### config.mk
export PLATFORM = sky130hd
export DESIGN_NAME = adcseq_top
export DESIGN_NICKNAME = d
export VERILOG_FILES = /design/src/rtl/adcseq_pkg.sv /design/src/rtl/adcseq_sync.sv /design/src/rtl/adcseq_phase_cmp.sv /design/src/rtl/adcseq_chan_step.sv /design/src/rtl/adcseq_top.sv
export SDC_FILE = /design/constraint.sdc
export NUM_CORES = 1
export LEC_CHECK = 0
export BUFFER_PORTS_ARGS = -buffer_cell sky130_fd_sc_hd__buf_2
export CORE_MARGIN = 5
export CORE_UTILIZATION = 50
export DETAILED_ROUTE_END_ITERATION = 10
export PLACE_DENSITY = 0.73
export SLEW_MARGIN = 20
export SYNTH_ARGS = -nofsm -noshare
export SYNTH_HDL_FRONTEND = slang
export SYNTH_SLANG_ARGS = --single-unit
### constraint.sdc
create_clock -name clk -period 5.7 [get_ports clk]
set_input_delay 1.14 -clock clk [delete_from_list [all_inputs] [get_ports clk]]
set_output_delay 1.14 -clock clk [all_outputs]
set_load 0.02 [all_outputs]
### src/rtl/adcseq_pkg.sv
package adcseq_pkg;

    // Sequencer phases, in the order a conversion visits them.
    typedef enum logic [2:0] {
        ST_IDLE  = 3'd0,
        ST_SETUP = 3'd1,
        ST_ALE   = 3'd2,
        ST_GAP   = 3'd3,
        ST_START = 3'd4,
        ST_WFALL = 3'd5,
        ST_WRISE = 3'd6,
        ST_READ  = 3'd7
    } seq_state_e;

endpackage

### src/rtl/adcseq_sync.sv
module adcseq_sync #(
    parameter int  STAGES    = 2,
    parameter logic RESET_VAL = 1'b1
) (
    input  logic clk,
    input  logic rst_n,
    input  logic async_i,
    output logic sync_o
);

    logic [STAGES-1:0] chain_q;

    generate
        for (genvar g = 0; g < STAGES; g++) begin : g_stage
            if (g == 0) begin : g_first
                always_ff @(posedge clk) begin
                    if (!rst_n) chain_q[g] <= RESET_VAL;
                    else        chain_q[g] <= async_i;
                end
            end else begin : g_rest
                always_ff @(posedge clk) begin
                    if (!rst_n) chain_q[g] <= RESET_VAL;
                    else        chain_q[g] <= chain_q[g-1];
                end
            end
        end
    endgenerate

    assign sync_o = chain_q[STAGES-1];

endmodule

### src/rtl/adcseq_phase_cmp.sv
module adcseq_phase_cmp
    import adcseq_pkg::*;
#(
    parameter int CNT_W      = 16,
    parameter int SETUP_CYC  = 2,
    parameter int ALE_CYC    = 3,
    parameter int GAP_CYC    = 2,
    parameter int START_CYC  = 3,
    parameter int SAMPLE_DLY = 3
) (
    input  seq_state_e       st_i,
    input  logic [CNT_W-1:0] cnt_i,
    input  logic [CNT_W-1:0] timeout_i,
    output logic             last_o,
    output logic             expired_o
);

    localparam logic [CNT_W-1:0] SETUP_LAST  = CNT_W'(SETUP_CYC - 1);
    localparam logic [CNT_W-1:0] ALE_LAST    = CNT_W'(ALE_CYC - 1);
    localparam logic [CNT_W-1:0] GAP_LAST    = CNT_W'(GAP_CYC - 1);
    localparam logic [CNT_W-1:0] START_LAST  = CNT_W'(START_CYC - 1);
    localparam logic [CNT_W-1:0] SAMPLE_LAST = CNT_W'(SAMPLE_DLY - 1);

    logic [CNT_W-1:0] lim;

    always_comb begin
        unique case (st_i)
            ST_SETUP: lim = SETUP_LAST;
            ST_ALE:   lim = ALE_LAST;
            ST_GAP:   lim = GAP_LAST;
            ST_START: lim = START_LAST;
            ST_READ:  lim = SAMPLE_LAST;
            default:  lim = '0;
        endcase
    end

    assign last_o    = (cnt_i == lim);
    assign expired_o = (cnt_i == timeout_i);

endmodule

### src/rtl/adcseq_chan_step.sv
module adcseq_chan_step #(
    parameter int CH_W = 3
) (
    input  logic [CH_W-1:0] ch_i,
    output logic [CH_W-1:0] nxt_o
);

    // Natural wrap of the CH_W-bit sum gives the modulo-(2**CH_W) step.
    assign nxt_o = ch_i + CH_W'(1);

endmodule

### src/rtl/adcseq_top.sv
module adcseq_top
    import adcseq_pkg::*;
#(
    parameter int CH_W        = 3,
    parameter int DATA_W      = 8,
    parameter int TO_W        = 16,
    parameter int SETUP_CYC   = 2,
    parameter int ALE_CYC     = 3,
    parameter int GAP_CYC     = 2,
    parameter int START_CYC   = 3,
    parameter int SAMPLE_DLY  = 3,
    parameter int SYNC_STAGES = 2
) (
    input  logic              clk,
    input  logic              rst_n,
    input  logic              req_i,
    input  logic [CH_W-1:0]   req_ch_i,
    input  logic              scan_i,
    input  logic [TO_W-1:0]   timeout_i,
    input  logic              adc_eoc_i,
    input  logic [DATA_W-1:0] adc_data_i,
    output logic [CH_W-1:0]   adc_addr_o,
    output logic              adc_ale_o,
    output logic              adc_start_o,
    output logic              adc_oe_o,
    output logic              res_valid_o,
    output logic [CH_W-1:0]   res_ch_o,
    output logic [DATA_W-1:0] res_data_o,
    output logic              busy_o,
    output logic              err_o
);

    localparam int CNT_W = TO_W;

    typedef struct packed {
        seq_state_e        st;
        logic [CNT_W-1:0]  cnt;
        logic [CH_W-1:0]   ch;
        logic              scan;
        logic [DATA_W-1:0] data;
        logic [CH_W-1:0]   tag;
        logic              valid;
        logic              err;
    } regs_t;

    regs_t r_d, r_q;

    logic             eoc_s;
    logic             last;
    logic             expired;
    logic [CH_W-1:0]  ch_next;
    logic [CNT_W-1:0] cnt_inc;

    adcseq_sync #(
        .STAGES    (SYNC_STAGES),
        .RESET_VAL (1'b1)
    ) u_sync (
        .clk     (clk),
        .rst_n   (rst_n),
        .async_i (adc_eoc_i),
        .sync_o  (eoc_s)
    );

    adcseq_phase_cmp #(
        .CNT_W      (CNT_W),
        .SETUP_CYC  (SETUP_CYC),
        .ALE_CYC    (ALE_CYC),
        .GAP_CYC    (GAP_CYC),
        .START_CYC  (START_CYC),
        .SAMPLE_DLY (SAMPLE_DLY)
    ) u_cmp (
        .st_i      (r_q.st),
        .cnt_i     (r_q.cnt),
        .timeout_i (timeout_i),
        .last_o    (last),
        .expired_o (expired)
    );

    adcseq_chan_step #(
        .CH_W (CH_W)
    ) u_step (
        .ch_i  (r_q.ch),
        .nxt_o (ch_next)
    );

    assign cnt_inc = r_q.cnt + CNT_W'(1);

    always_comb begin
        r_d       = r_q;
        r_d.valid = 1'b0;
        r_d.err   = 1'b0;
        unique case (r_q.st)
            ST_IDLE: begin
                if (req_i) begin
                    r_d.st   = ST_SETUP;
                    r_d.ch   = req_ch_i;
                    r_d.scan = scan_i;
                    r_d.cnt  = '0;
                end
            end
            ST_SETUP: begin
                if (last) begin
                    r_d.st  = ST_ALE;
                    r_d.cnt = '0;
                end else begin
                    r_d.cnt = cnt_inc;
                end
            end
            ST_ALE: begin
                if (last) begin
                    r_d.st  = ST_GAP;
                    r_d.cnt = '0;
                end else begin
                    r_d.cnt = cnt_inc;
                end
            end
            ST_GAP: begin
                if (last) begin
                    r_d.st  = ST_START;
                    r_d.cnt = '0;
                end else begin
                    r_d.cnt = cnt_inc;
                end
            end
            ST_START: begin
                if (last) begin
                    r_d.st  = ST_WFALL;
                    r_d.cnt = '0;
                end else begin
                    r_d.cnt = cnt_inc;
                end
            end
            ST_WFALL: begin
                if (!eoc_s) begin
                    r_d.st  = ST_WRISE;
                    r_d.cnt = '0;
                end else if (expired) begin
                    r_d.st  = ST_IDLE;
                    r_d.err = 1'b1;
                    r_d.cnt = '0;
                end else begin
                    r_d.cnt = cnt_inc;
                end
            end
            ST_WRISE: begin
                if (eoc_s) begin
                    r_d.st  = ST_READ;
                    r_d.cnt = '0;
                end else if (expired) begin
                    r_d.st  = ST_IDLE;
                    r_d.err = 1'b1;
                    r_d.cnt = '0;
                end else begin
                    r_d.cnt = cnt_inc;
                end
            end
            ST_READ: begin
                if (last) begin
                    r_d.valid = 1'b1;
                    r_d.data  = adc_data_i;
                    r_d.tag   = r_q.ch;
                    r_d.cnt   = '0;
                    if (r_q.scan && scan_i) begin
                        r_d.st = ST_SETUP;
                        r_d.ch = ch_next;
                    end else begin
                        r_d.st = ST_IDLE;
                    end
                end else begin
                    r_d.cnt = cnt_inc;
                end
            end
            default: r_d.st = ST_IDLE;
        endcase
    end

    always_ff @(posedge clk) begin
        if (!rst_n) r_q <= '0;
        else        r_q <= r_d;
    end

    assign adc_addr_o  = r_q.ch;
    assign adc_ale_o   = (r_q.st == ST_ALE);
    assign adc_start_o = (r_q.st == ST_START);
    assign adc_oe_o    = (r_q.st == ST_READ);
    assign res_valid_o = r_q.valid;
    assign res_ch_o    = r_q.tag;
    assign res_data_o  = r_q.data;
    assign busy_o      = (r_q.st != ST_IDLE);
    assign err_o       = r_q.err;

endmodule

==> run_results.csv, run 1 <==
group,metric,value,unit
synthesis,synth_cell_type_count,57,
sta,setup_violations,0,
synthesis,avgSynthCellArea,8.48,um2
pwr,power_switching_share,0.367,
cts,cts_setup_buffers,0,
sta,clock_skew,0.00789,ns
routing,first_iter_violations,92,
min_path,holdPathEnd,"u_sync.sync_o",
die,initial_core_util,0.508,
synthesis,yosysSeqAreaShare,0.321,
synthesis,syn_area,2370,um2
die,die_w,78.8,um
sta,hold_violations,0,
synthesis,synthArstFlopShare,0,
cts,cts_hold_buf,0,
pwr,worst_ir_drop_vdd,0.000144,V
pwr,p_switching,0.339,mW
synthesis,yosysTopAreaCellShare,0.321,
outcome,status,"finished, final reports clean",
cells_and_area,areaGrowthSynthToFinish,9.36,%
critical_path,cp_data_arrival_time,3.23,ns
global_route,grt_overflow_total,0,
critical_path,reg2reg_to,"r_q[32]",
sta,fmax,0.329,GHz
routing,firstDrtPassIters,4,
cells_and_area,layout.cells.non_filler,354,
sta,fin_ws,2.66,ns
cts,numCtsBuffers,5,
placed_design,gp_congestion,0.819,
cts,clock_sinks,38,
synthesis,ys_seq_elements,38,
critical_path,crit_fanout,22,
synthesis,synth_top_area_cell,"dfxtp_1",
cells_and_area,antenna_cells,0,
cells_and_area,multi_input_area,1330,um2
pwr,cellPowerDensity,357,nW/um2
sta,period_minus_slack,3.04,ns
die,die_height,78.8,um
cells_and_area,num-fill-cells,460,
global_route,grt_max_degree,23,
cts,root_buffer,"clkbuf_8",
routing,via_per_inst,5.67,
pwr,leakage,1.19,nW
routing,remaining_drc_errors,0,
die,core_area,4660,um2
min_path,hp-class,"flip-flop to flip-flop",
global_route,antenna_found_initial,0,
sta,worst_slew_pin_slew,0.917,ns
global_route,grt_pass1_wl,8490,um
die,io_pins,52,
global_route,grt_pass1_vias,1851,
die,die_area,6210,um2
pwr,power_frac_clock,0.308,
die,rows,25,
routing,vias,2007,
sta,drv_slew,0,
cells_and_area,nNetsFinal,333,
pwr,intPower,0.584,mW
cts,clk_latency,0.29,ns
sta,rsz0062_at_grt,"no",
sta,setup_tns,0,ns
synthesis,synth_nets,313,
cts,tritoncts,"done",
min_path,hold_start,"u_sync.chain_q[0]",
critical_path,r2r-start,"r_q[33]",
synthesis,synth_flop_cell,"dfxtp_1",
pwr,pwr-share-comb,0.322,
placed_design,port_buffers,51,
sta,min_period_over_period,0.534,
cts,cts_htree_levels,2,
routing,postRouteAntennaNets,0,
min_path,holdPathStages,1,
critical_path,r2r_slack,2.66,ns
placed_design,pre_cts_ws,2.37,ns
global_route,grtUsageTotal,0.169,
synthesis,synth_cells,279,
critical_path,critical_path_class,"flip-flop to flip-flop",
cts,clk_pin_slew,0.08,ns
cells_and_area,register_area,761,um2
placed_design,hpwl,3590,um
cells_and_area,drive_above_1_share,0.247,
critical_path,end_kind,"flip-flop",
sta,slew_headroom,0.386,
critical_path,cp-start-kind,"flip-flop",
pwr,pwr-share-seq,0.370,
routing,wire_per_inst,14.2,um
critical_path,r2r_cells,6,
synthesis,ys_top_cells_by_area,"dfxtp_1 32%, xor2_1 7.8%, mux2i_1 5.9%",
synthesis,synth_edf_count,0,
placed_design,dpl.cell_count,346,
cts,ctsResizeCount,0,
flow_run,cap_violations,0,
routing,routed_wl,5010,um
critical_path,critPathRequiredTime,5.89,ns
synthesis,yosys_warnings,0,
cts,cts.path.max_buffers,2,
==> logic make-up (layout without fill, tap and decap cells) <==
kind of cell,Yosys count,after routing,share of synthesized area
fa+ha+maj,2,2,0.0106
compound gates,47,47,0.150
simple gates,108,108,0.255
xor+xnor,24,24,0.0888
buf+inv,46,67,0.116
flops,38,38,0.321
mux,14,14,0.0592
==> through the flow <==
step	area, um2	power, mW	utilization	hold slack, ns
detailed placement	2450	0.644	0.525	0.397
global route	2590	0.983	0.555	0.434
global placement	2450	0.638	0.525	0.389
finish	2590	0.923	0.555	0.412
CTS	2590	0.929	0.555	0.415
floorplan	2370	0.610	-	0.386
==> metal layers <==
metal	wire [um]	up-vias	track usage
li1	-	1019	-
met1	2320	924	0.216
met2	2280	56	0.276
met3	345	8	0.0476
met4	64	0	0.0524
met5	0	-	0
==> critical path, stage by stage (launching register included) <==
cell       delay, ns
dfxtp_1         0.79
nand3_2         0.30
o211ai_2        0.18
a211oi_2        0.23
o2bb2ai_2       0.60
nand2_1         0.43
o311ai_0        0.41
==> cell type report <==
cell class,count,area share
multi-input cells,195,0.515
flip-flops and latches,38,0.294
repair buffers,51,0.0986
clock buffers,6,0.0319
well taps,54,0.0261
clock inverters,2,0.0232
inverters,8,0.0116
==> power by group through the flow <==
stage | Clock (mW) | Combinational, mW | Sequential (mW)
final | 0.285 | 0.297 | 0.342
after global routing | 0.306 | 0.331 | 0.346
after CTS | 0.290 | 0.299 | 0.340
after detailed placement | 0 | 0.298 | 0.346
after global placement | 0 | 0.293 | 0.345
after floorplan | 0 | 0.311 | 0.299
==> Yosys cell counts (2+ instances only) <==
cell type,count
dfxtp_1,38
buf_1,2
buf_6,4
nor4_1,5
inv_1,8
and3_1,3
nand4_1,12
o21ai_1,3
o311ai_1,5
a21oi_1,7
nor3b_1,2
nand2_1,23
nor2b_1,2
xor2_1,21
buf_4,16
clkbuf_1,7
nor2_1,25
buf_2,9
a31oi_1,3
nand2b_1,5
nor3_1,3
nand4_2,2
nand3b_1,3
nand4b_1,2
o21ai_0,8
a211oi_1,2
and2_1,2
o211ai_1,2
nand3_1,10
ha_1,2
o211ai_2,2
mux2i_1,14
xnor2_1,3
==> registers in the layout (all words and copies together) (netlist names) <==
register,cells
r_q,20
res_data_o,8
adc_addr_o,3
res_ch_o,3
err_o,1
res_valid_o,1
u_sync.chain_q,1
u_sync.sync_o,1
==> cell usage in the layout (no fill, tap or decap), types with 2 or more instances in the layout <==
cell       netlist  layout
nand2b_1         5       5
nand3b_1         3       3
bufinv_16        0       2
xor2_1          21      21
o211ai_1         2       2
clkbuf_8         0       6
a211oi_1         2       2
o211ai_2         2       2
o311ai_1         5       5
nand2_1         23      23
xnor2_1          3       3
nor2_1          25      25
nand4b_1         2       2
dfxtp_1         38      38
and2_1           2       2
and3_1           3       3
nand4_1         12      12
o21ai_0          8       8
inv_1            8       8
nand3_1         10      10
mux2i_1         14      14
nand4_2          2       2
o21ai_1          3       3
ha_1             2       2
a21oi_1          7       7
nor2b_1          2       2
a31oi_1          3       3
buf_2            9      51
nor4_1           5       5
nor3_1           3       3
nor3b_1          2       2
==> worst max-delay path by stage <==
stage / startpoint / to / slack, ns / cells after the start
6_report: r_q[33] / r_q[32] / 2.66 / 6
3_3_place_gp: timeout_i[8] / r_q[32] / 2.40 / 7
3_5_place_dp: timeout_i[8] / r_q[32] / 2.37 / 7
4_1_cts: timeout_i[8] / r_q[32] / 2.67 / 7
5_1_grt: r_q[33] / r_q[32] / 2.37 / 6
2_1_floorplan: timeout_i[7] / r_q[24] / 3.22 / 7
Power figures use the tool's default switching activity.
==> run 2, diff against run 1 <==
--- a/config.mk
+++ b/config.mk
@@ -7,9 +7,9 @@
 export LEC_CHECK = 0
 export BUFFER_PORTS_ARGS = -buffer_cell sky130_fd_sc_hd__buf_2
 export CORE_MARGIN = 5
-export CORE_UTILIZATION = 50
+export CORE_UTILIZATION = 49
 export DETAILED_ROUTE_END_ITERATION = 10
-export PLACE_DENSITY = 0.73
+export PLACE_DENSITY = 0.75
 export SLEW_MARGIN = 20
 export SYNTH_ARGS = -nofsm -noshare
 export SYNTH_HDL_FRONTEND = slang
==> constraint.sdc (replaced) <==
create_clock -name clk -period 2.7 [get_ports clk]
set_input_delay 0.54 -clock clk [delete_from_list [all_inputs] [get_ports clk]]
set_output_delay 0.54 -clock clk [all_outputs]
set_load 0.02 [all_outputs]
==> run 2 against run 1 <==
Against the previous run:
- die area increased by 1.8%
- setup slack got worse by 2.1 ns
- sequential power increased by 100%
- highest routed layer unchanged
- critical path type unchanged
- register-to-register slack lost 2.1 ns
- cell area increased by 0.19%
- sequential share of layout area down 0.057 points
==> run_results.csv, run 2 (same netlist as run 1, synthesis figures left out) <==
group,metric,value,unit
sta,rsz0062_at_grt,"no",
critical_path,worst-path-stages,6,
critical_path,end_kind,"flip-flop",
global_route,antenna_found_initial,0,
pwr,pwr-share-seq,0.369,
cells_and_area,final_cell_mix,"51 x buf_2, 38 x dfxtp_1, 25 x nor2_1",
min_path,holdPathStages,1,
pwr,power_switching_share,0.404,
critical_path,crit_family,"simple AND/OR/NAND/NOR gates",
sta,setup_tns,0,ns
cells_and_area,areaGrowthSynthToFinish,9.57,%
critical_path,critPathRequiredTime,2.85,ns
routing,remaining_drc_errors,0,
global_route,use_met3,0.0384,
routing,routed_wl,5320,um
critical_path,slowest_delay,0.54,ns
routing,vias,2071,
cts,root_buffer,"clkbuf_8",
global_route,grt_util_met2,0.267,
global_route,use_met1,0.237,
global_route,grtUsageTotal,0.172,
pwr,worst_ir_drop_vdd,0.000329,V
min_path,hp-class,"flip-flop to flip-flop",
global_route,grt_max_degree,22,
placed_design,port_buffers,51,
critical_path,cp-start-kind,"flip-flop",
pwr,cellPowerDensity,714,nW/um2
critical_path,cp_data_arrival_time,2.34,ns
critical_path,r2r_cells,6,
pwr,pwr-share-comb,0.407,
global_route,grt-busiest-layer,"met2",
cts,cts_hold_buf,0,
cts,clk_latency,0.29,ns
sta,drv_slew,0,
sta,setup_violations,0,
critical_path,slowest_stage,"dfxtp_1",
die,initial_core_util,0.505,
cts,clock_sinks,38,
critical_path,crit_chain,"xor2_1 > nor4_1 > nand4_2 > o2bb2ai_2 > nand2_1 > o311ai_0",
sta,hold_violations,0,
sta,worst_slew_pin_slew,0.497,ns
cells_and_area,antenna_cells,0,
die,die_area,6320,um2
sta,fmax,0.457,GHz
sta,clock_skew,0.00734,ns
pwr,p_switching,0.749,mW
critical_path,path_buf_inv,0,
cts,cts.path.max_buffers,2,
cts,cts_htree_levels,2,
sta,min_period_over_period,0.810,
cells_and_area,drive_above_1_share,0.264,
cts,cts_setup_buffers,0,
cells_and_area,top_register,"r_q",
sta,period_minus_slack,2.19,ns
critical_path,critical_path_class,"flip-flop to flip-flop",
outcome,status,"finished, final reports clean",
die,io_pins,52,
pwr,intPower,1.10,mW
placed_design,gp_congestion,0.844,
placed_design,hpwl,3840,um
cells_and_area,largest_reg_flops,20,
sta,slew_headroom,0.669,
cts,numCtsBuffers,5,
cells_and_area,nNetsFinal,340,
cells_and_area,final_util,0.553,
pwr,power,1.85,mW
global_route,grt_overflow_total,0,
routing,postRouteAntennaNets,0,
pwr,power_frac_clock,0.224,
cts,ctsResizeCount,0,
cts,clk_pin_slew,0.08,ns
die,die_w,79.5,um
routing,wire_per_inst,14.7,um
routing,firstDrtPassIters,4,
critical_path,crit_fanout,11,
global_route,grt_pass1_wl,8850,um
die,rows,25,
cells_and_area,final_common_cell,"buf_2",
flow_run,cap_violations,0,
die,die_height,79.5,um
global_route,grt_pass1_vias,1873,
routing,first_iter_violations,86,
routing,via_per_inst,5.74,
pwr,leakage,1.20,nW
die,core_area,4690,um2
cts,tritoncts,"done",
[run 2: final cells by class]
class | count | area (um2)
Sequential cell | 38 | 761
Tap cell | 54 | 67.6
Fill cell | 446 | 2100
Inverter | 8 | 30.0
Timing Repair Buffer | 58 | 308
Clock inverter | 2 | 12.5
Clock buffer | 6 | 82.6
Multi-Input combinational cell | 195 | 1330
[run 2: power by group through the flow]
stage | Clock, mW | Sequential [mW] | Combinational, mW
after floorplan | 0 | 0.631 | 0.656
after global placement | 0 | 0.692 | 0.738
after detailed placement | 0 | 0.694 | 0.751
after CTS | 0.426 | 0.681 | 0.753
after global routing | 0.451 | 0.692 | 0.828
final | 0.415 | 0.684 | 0.754
[run 2: path summary, 6_finish.rpt]
kind / from / to / slack, ns
min reg2reg: u_sync.chain_q[0] / u_sync.sync_o / 0.42
min: u_sync.chain_q[0] / u_sync.sync_o / 0.42
max reg2reg: r_q[22] / r_q[32] / 0.51
max: r_q[22] / r_q[32] / 0.51
[run 2: routing by layer]
metal | up-vias | wire length [um]
met1 | 958 | 2520
met4 | 0 | 68
met2 | 71 | 2360
li1 | 1033 | -
met5 | - | 0
met3 | 9 | 365
[run 2: stage by stage]
step	hold slack, ns	cells	area (um2)	setup slack [ns]
detailed placement	0.405	353	2500	0.327
CTS	0.423	361	2590	0.524
global route	0.423	361	2590	0.344
finish	0.416	361	2590	0.513
global placement	0.389	353	2500	0.432
floorplan	0.386	279	2370	0.822
==> run 3, diff against run 2 <==
--- a/config.mk
+++ b/config.mk
@@ -5,6 +5,7 @@
 export SDC_FILE = /design/constraint.sdc
 export NUM_CORES = 1
 export LEC_CHECK = 0
+export ABC_AREA = 1
 export BUFFER_PORTS_ARGS = -buffer_cell sky130_fd_sc_hd__buf_2
 export CORE_MARGIN = 5
 export CORE_UTILIZATION = 49
==> constraint.sdc (replaced) <==
create_clock -name clk -period 1.9 [get_ports clk]
set_input_delay 0.38 -clock clk [delete_from_list [all_inputs] [get_ports clk]]
set_output_delay 0.38 -clock clk [all_outputs]
set_load 0.02 [all_outputs]
==> run 3 against run 2 <==
Against the previous run:
- synthesized area is 2.6% higher
- global-route usage up 2.0 points
- clock power rose by 100%
- sequential power increased by 40%
- worst hold slack got worse by 0.14 ns
==> run_results.csv, run 3 <==
group,metric,value,unit
synthesis,synthArstFlopShare,0,
placed_design,pre_cts_ws,0.0411,ns
critical_path,crit_fanout,16,
pwr,pwr-share-seq,0.349,
synthesis,synth_flop_cell,"dfxtp_1",
global_route,use_met1,0.244,
pwr,p_switching,1.04,mW
cells_and_area,num-fill-cells,462,
routing,firstDrtPassIters,4,
critical_path,critPathRequiredTime,2.06,ns
global_route,grt_pass1_vias,2289,
global_route,grt_pass1_wl,9990,um
synthesis,synth_top_area_cell,"dfxtp_1",
cts,clock_sinks,38,
critical_path,critical_path_class,"flip-flop to flip-flop",
routing,postRouteAntennaNets,0,
critical_path,slowest_stage,"dfxtp_1",
pwr,power,2.74,mW
outcome,status,"finished, final reports clean",
cts,cts_htree_levels,2,
synthesis,yosysSeqAreaShare,0.313,
die,die_area,6470,um2
cells_and_area,layout.cells.non_filler,510,
cts,clk_pin_slew,0.08,ns
sta,fin_ws,0.187,ns
pwr,leakage,1.38,nW
cells_and_area,nNetsFinal,476,
cts,clk_latency,0.30,ns
critical_path,crit_family,"simple AND/OR/NAND/NOR gates",
critical_path,crit_top_cell,"nand2_1",
flow_run,cap_violations,0,
cells_and_area,final_cell_mix,"127 x nand2_1, 53 x inv_1, 51 x buf_2",
min_path,hp-class,"primary input to flip-flop",
placed_design,dpl.cell_count,502,
synthesis,yosys_warnings,0,
cts,root_buffer,"clkbuf_8",
die,rows,25,
synthesis,synth_cells,400,
sta,hold_violations,0,
routing,first_iter_violations,180,
synthesis,avgSynthCellArea,6.07,um2
synthesis,synth_nets,434,
sta,worst_slew_pin_slew,0.363,ns
synthesis,synth_cell_type_count,27,
cts,tritoncts,"done",
die,initial_core_util,0.511,
cells_and_area,drive_above_1_share,0.235,
cells_and_area,top_register,"r_q",
routing,via_per_inst,4.89,
cells_and_area,final_util,0.595,
cts,numCtsBuffers,5,
routing,routed_wl,5900,um
routing,wire_per_inst,11.6,um
die,io_pins,52,
synthesis,yosysMostFrequentCell,"nand2_1",
global_route,grt-busiest-layer,"met2",
die,die_height,80.4,um
critical_path,path_buf_inv,1,
placed_design,hpwl,4430,um
critical_path,cp-start-kind,"flip-flop",
synthesis,ys_top_cells_by_area,"dfxtp_1 31%, nand2_1 20%, inv_1 8.2%",
routing,remaining_drc_errors,0,
synthesis,ys_seq_elements,38,
synthesis,yosysTopAreaCellShare,0.313,
pwr,pwr-share-comb,0.344,
global_route,grt_max_degree,24,
sta,rsz0062_at_grt,"yes",
cells_and_area,largest_reg_flops,20,
sta,slew_headroom,0.756,
cts,cts.path.max_buffers,2,
pwr,intPower,1.70,mW
critical_path,cp_data_arrival_time,1.88,ns
synthesis,syn_area,2430,um2
placed_design,dpl_cell_area,2670,um2
routing,vias,2495,
synthesis,synth_edf_count,0,
critical_path,crit_chain,"inv_2 > nand2_1 > nand2_1 > nor2_1 > nand2_1 > nor2_1 > nand2_1 > nand2_1 > nand2_4 > nand3_1 > a21oi_1",
placed_design,gp_congestion,0.887,
cells_and_area,antenna_cells,0,
sta,period_minus_slack,1.71,ns
cts,cts_setup_buffers,0,
pwr,cellPowerDensity,968,nW/um2
die,die_w,80.4,um
sta,fmax,0.584,GHz
global_route,grt_overflow_total,0,
cells_and_area,final_common_cell,"nand2_1",
cells_and_area,final_area,2830,um2
die,core_area,4750,um2
global_route,grt_util_met2,0.320,
pwr,power_frac_clock,0.307,
critical_path,end_kind,"flip-flop",
synthesis,ys_top_cells_by_count,"127 x nand2_1, 53 x inv_1, 38 x dfxtp_1",
cells_and_area,areaGrowthSynthToFinish,16.4,%
pwr,worst_ir_drop_vdd,0.000488,V
sta,setup_violations,0,
sta,min_period_over_period,0.902,
global_route,antenna_found_initial,0,
sta,drv_slew,0,
global_route,use_met3,0.0437,
pwr,power_switching_share,0.380,
placed_design,port_buffers,51,
critical_path,slowest_delay,0.49,ns
global_route,grtUsageTotal,0.192,
sta,clock_skew,0.0104,ns
## run 3: cell families (layout without fill, tap and decap cells)
| family | after synthesis | in the layout | share of synthesized area |
|---|---|---|---|
| flops | 38 | 38 | 0.313 |
| compound gates | 61 | 61 | 0.127 |
| xor+xnor | 3 | 3 | 0.0108 |
| buf+inv | 87 | 130 | 0.162 |
| fa+ha+maj | 2 | 2 | 0.0103 |
| simple gates | 209 | 209 | 0.377 |
## run 3: metrics by stage
stage	TNS [ns]	hold WS, ns
global route	-0.0380	0.280
CTS	0	0.271
finish	0	0.272
detailed placement	0	0.414
floorplan	0	0.393
global placement	0	0.405
## run 3: final cells by class
type	instances	area (um2)	share of cell area
Tap cell	67	83.8	0.0296
Clock inverter	3	68.8	0.0243
Sequential cell	38	771	0.272
Inverter	64	240	0.0849
Multi-Input combinational cell	275	1290	0.456
Timing Repair Buffer	58	308	0.109
Clock buffer	5	68.8	0.0243
## run 3: worst paths after layout
check,endpoint,slack (ns),cells after the start,start
max,r_q[29],0.19,11,r_q[31]
min,u_sync.chain_q[0],0.27,2,adc_eoc_i
max reg2reg,r_q[29],0.19,11,r_q[31]
min reg2reg,u_sync.sync_o,0.42,1,u_sync.chain_q[0]
## run 3: power groups by stage
stage                     Sequential (mW)  Clock, mW  Combinational, mW
after floorplan                     0.925          0              0.753
after global routing                0.968      0.883               1.05
after CTS                           0.937      0.851              0.928
final                               0.955      0.840              0.942
after global placement              0.953          0              0.893
after detailed placement            0.957          0              0.909
## run 3: what timing repair did
| item | 4_1_cts | 5_1_grt |
|---|---|---|
| gates resized for setup | 0 | 11 |
| endpoints found under the setup margin | 0 | 13 |
| hold buffers | 0 | 0 |
## run 3: layer usage
| metal | wire [um] | vias up | part of all wire |
|---|---|---|---|
| met5 | 0 | - | 0 |
| met4 | 81 | 0 | 0.014 |
| met3 | 306 | 7 | 0.052 |
| met2 | 2860 | 59 | 0.49 |
| met1 | 2650 | 1105 | 0.45 |
| li1 | - | 1324 | - |
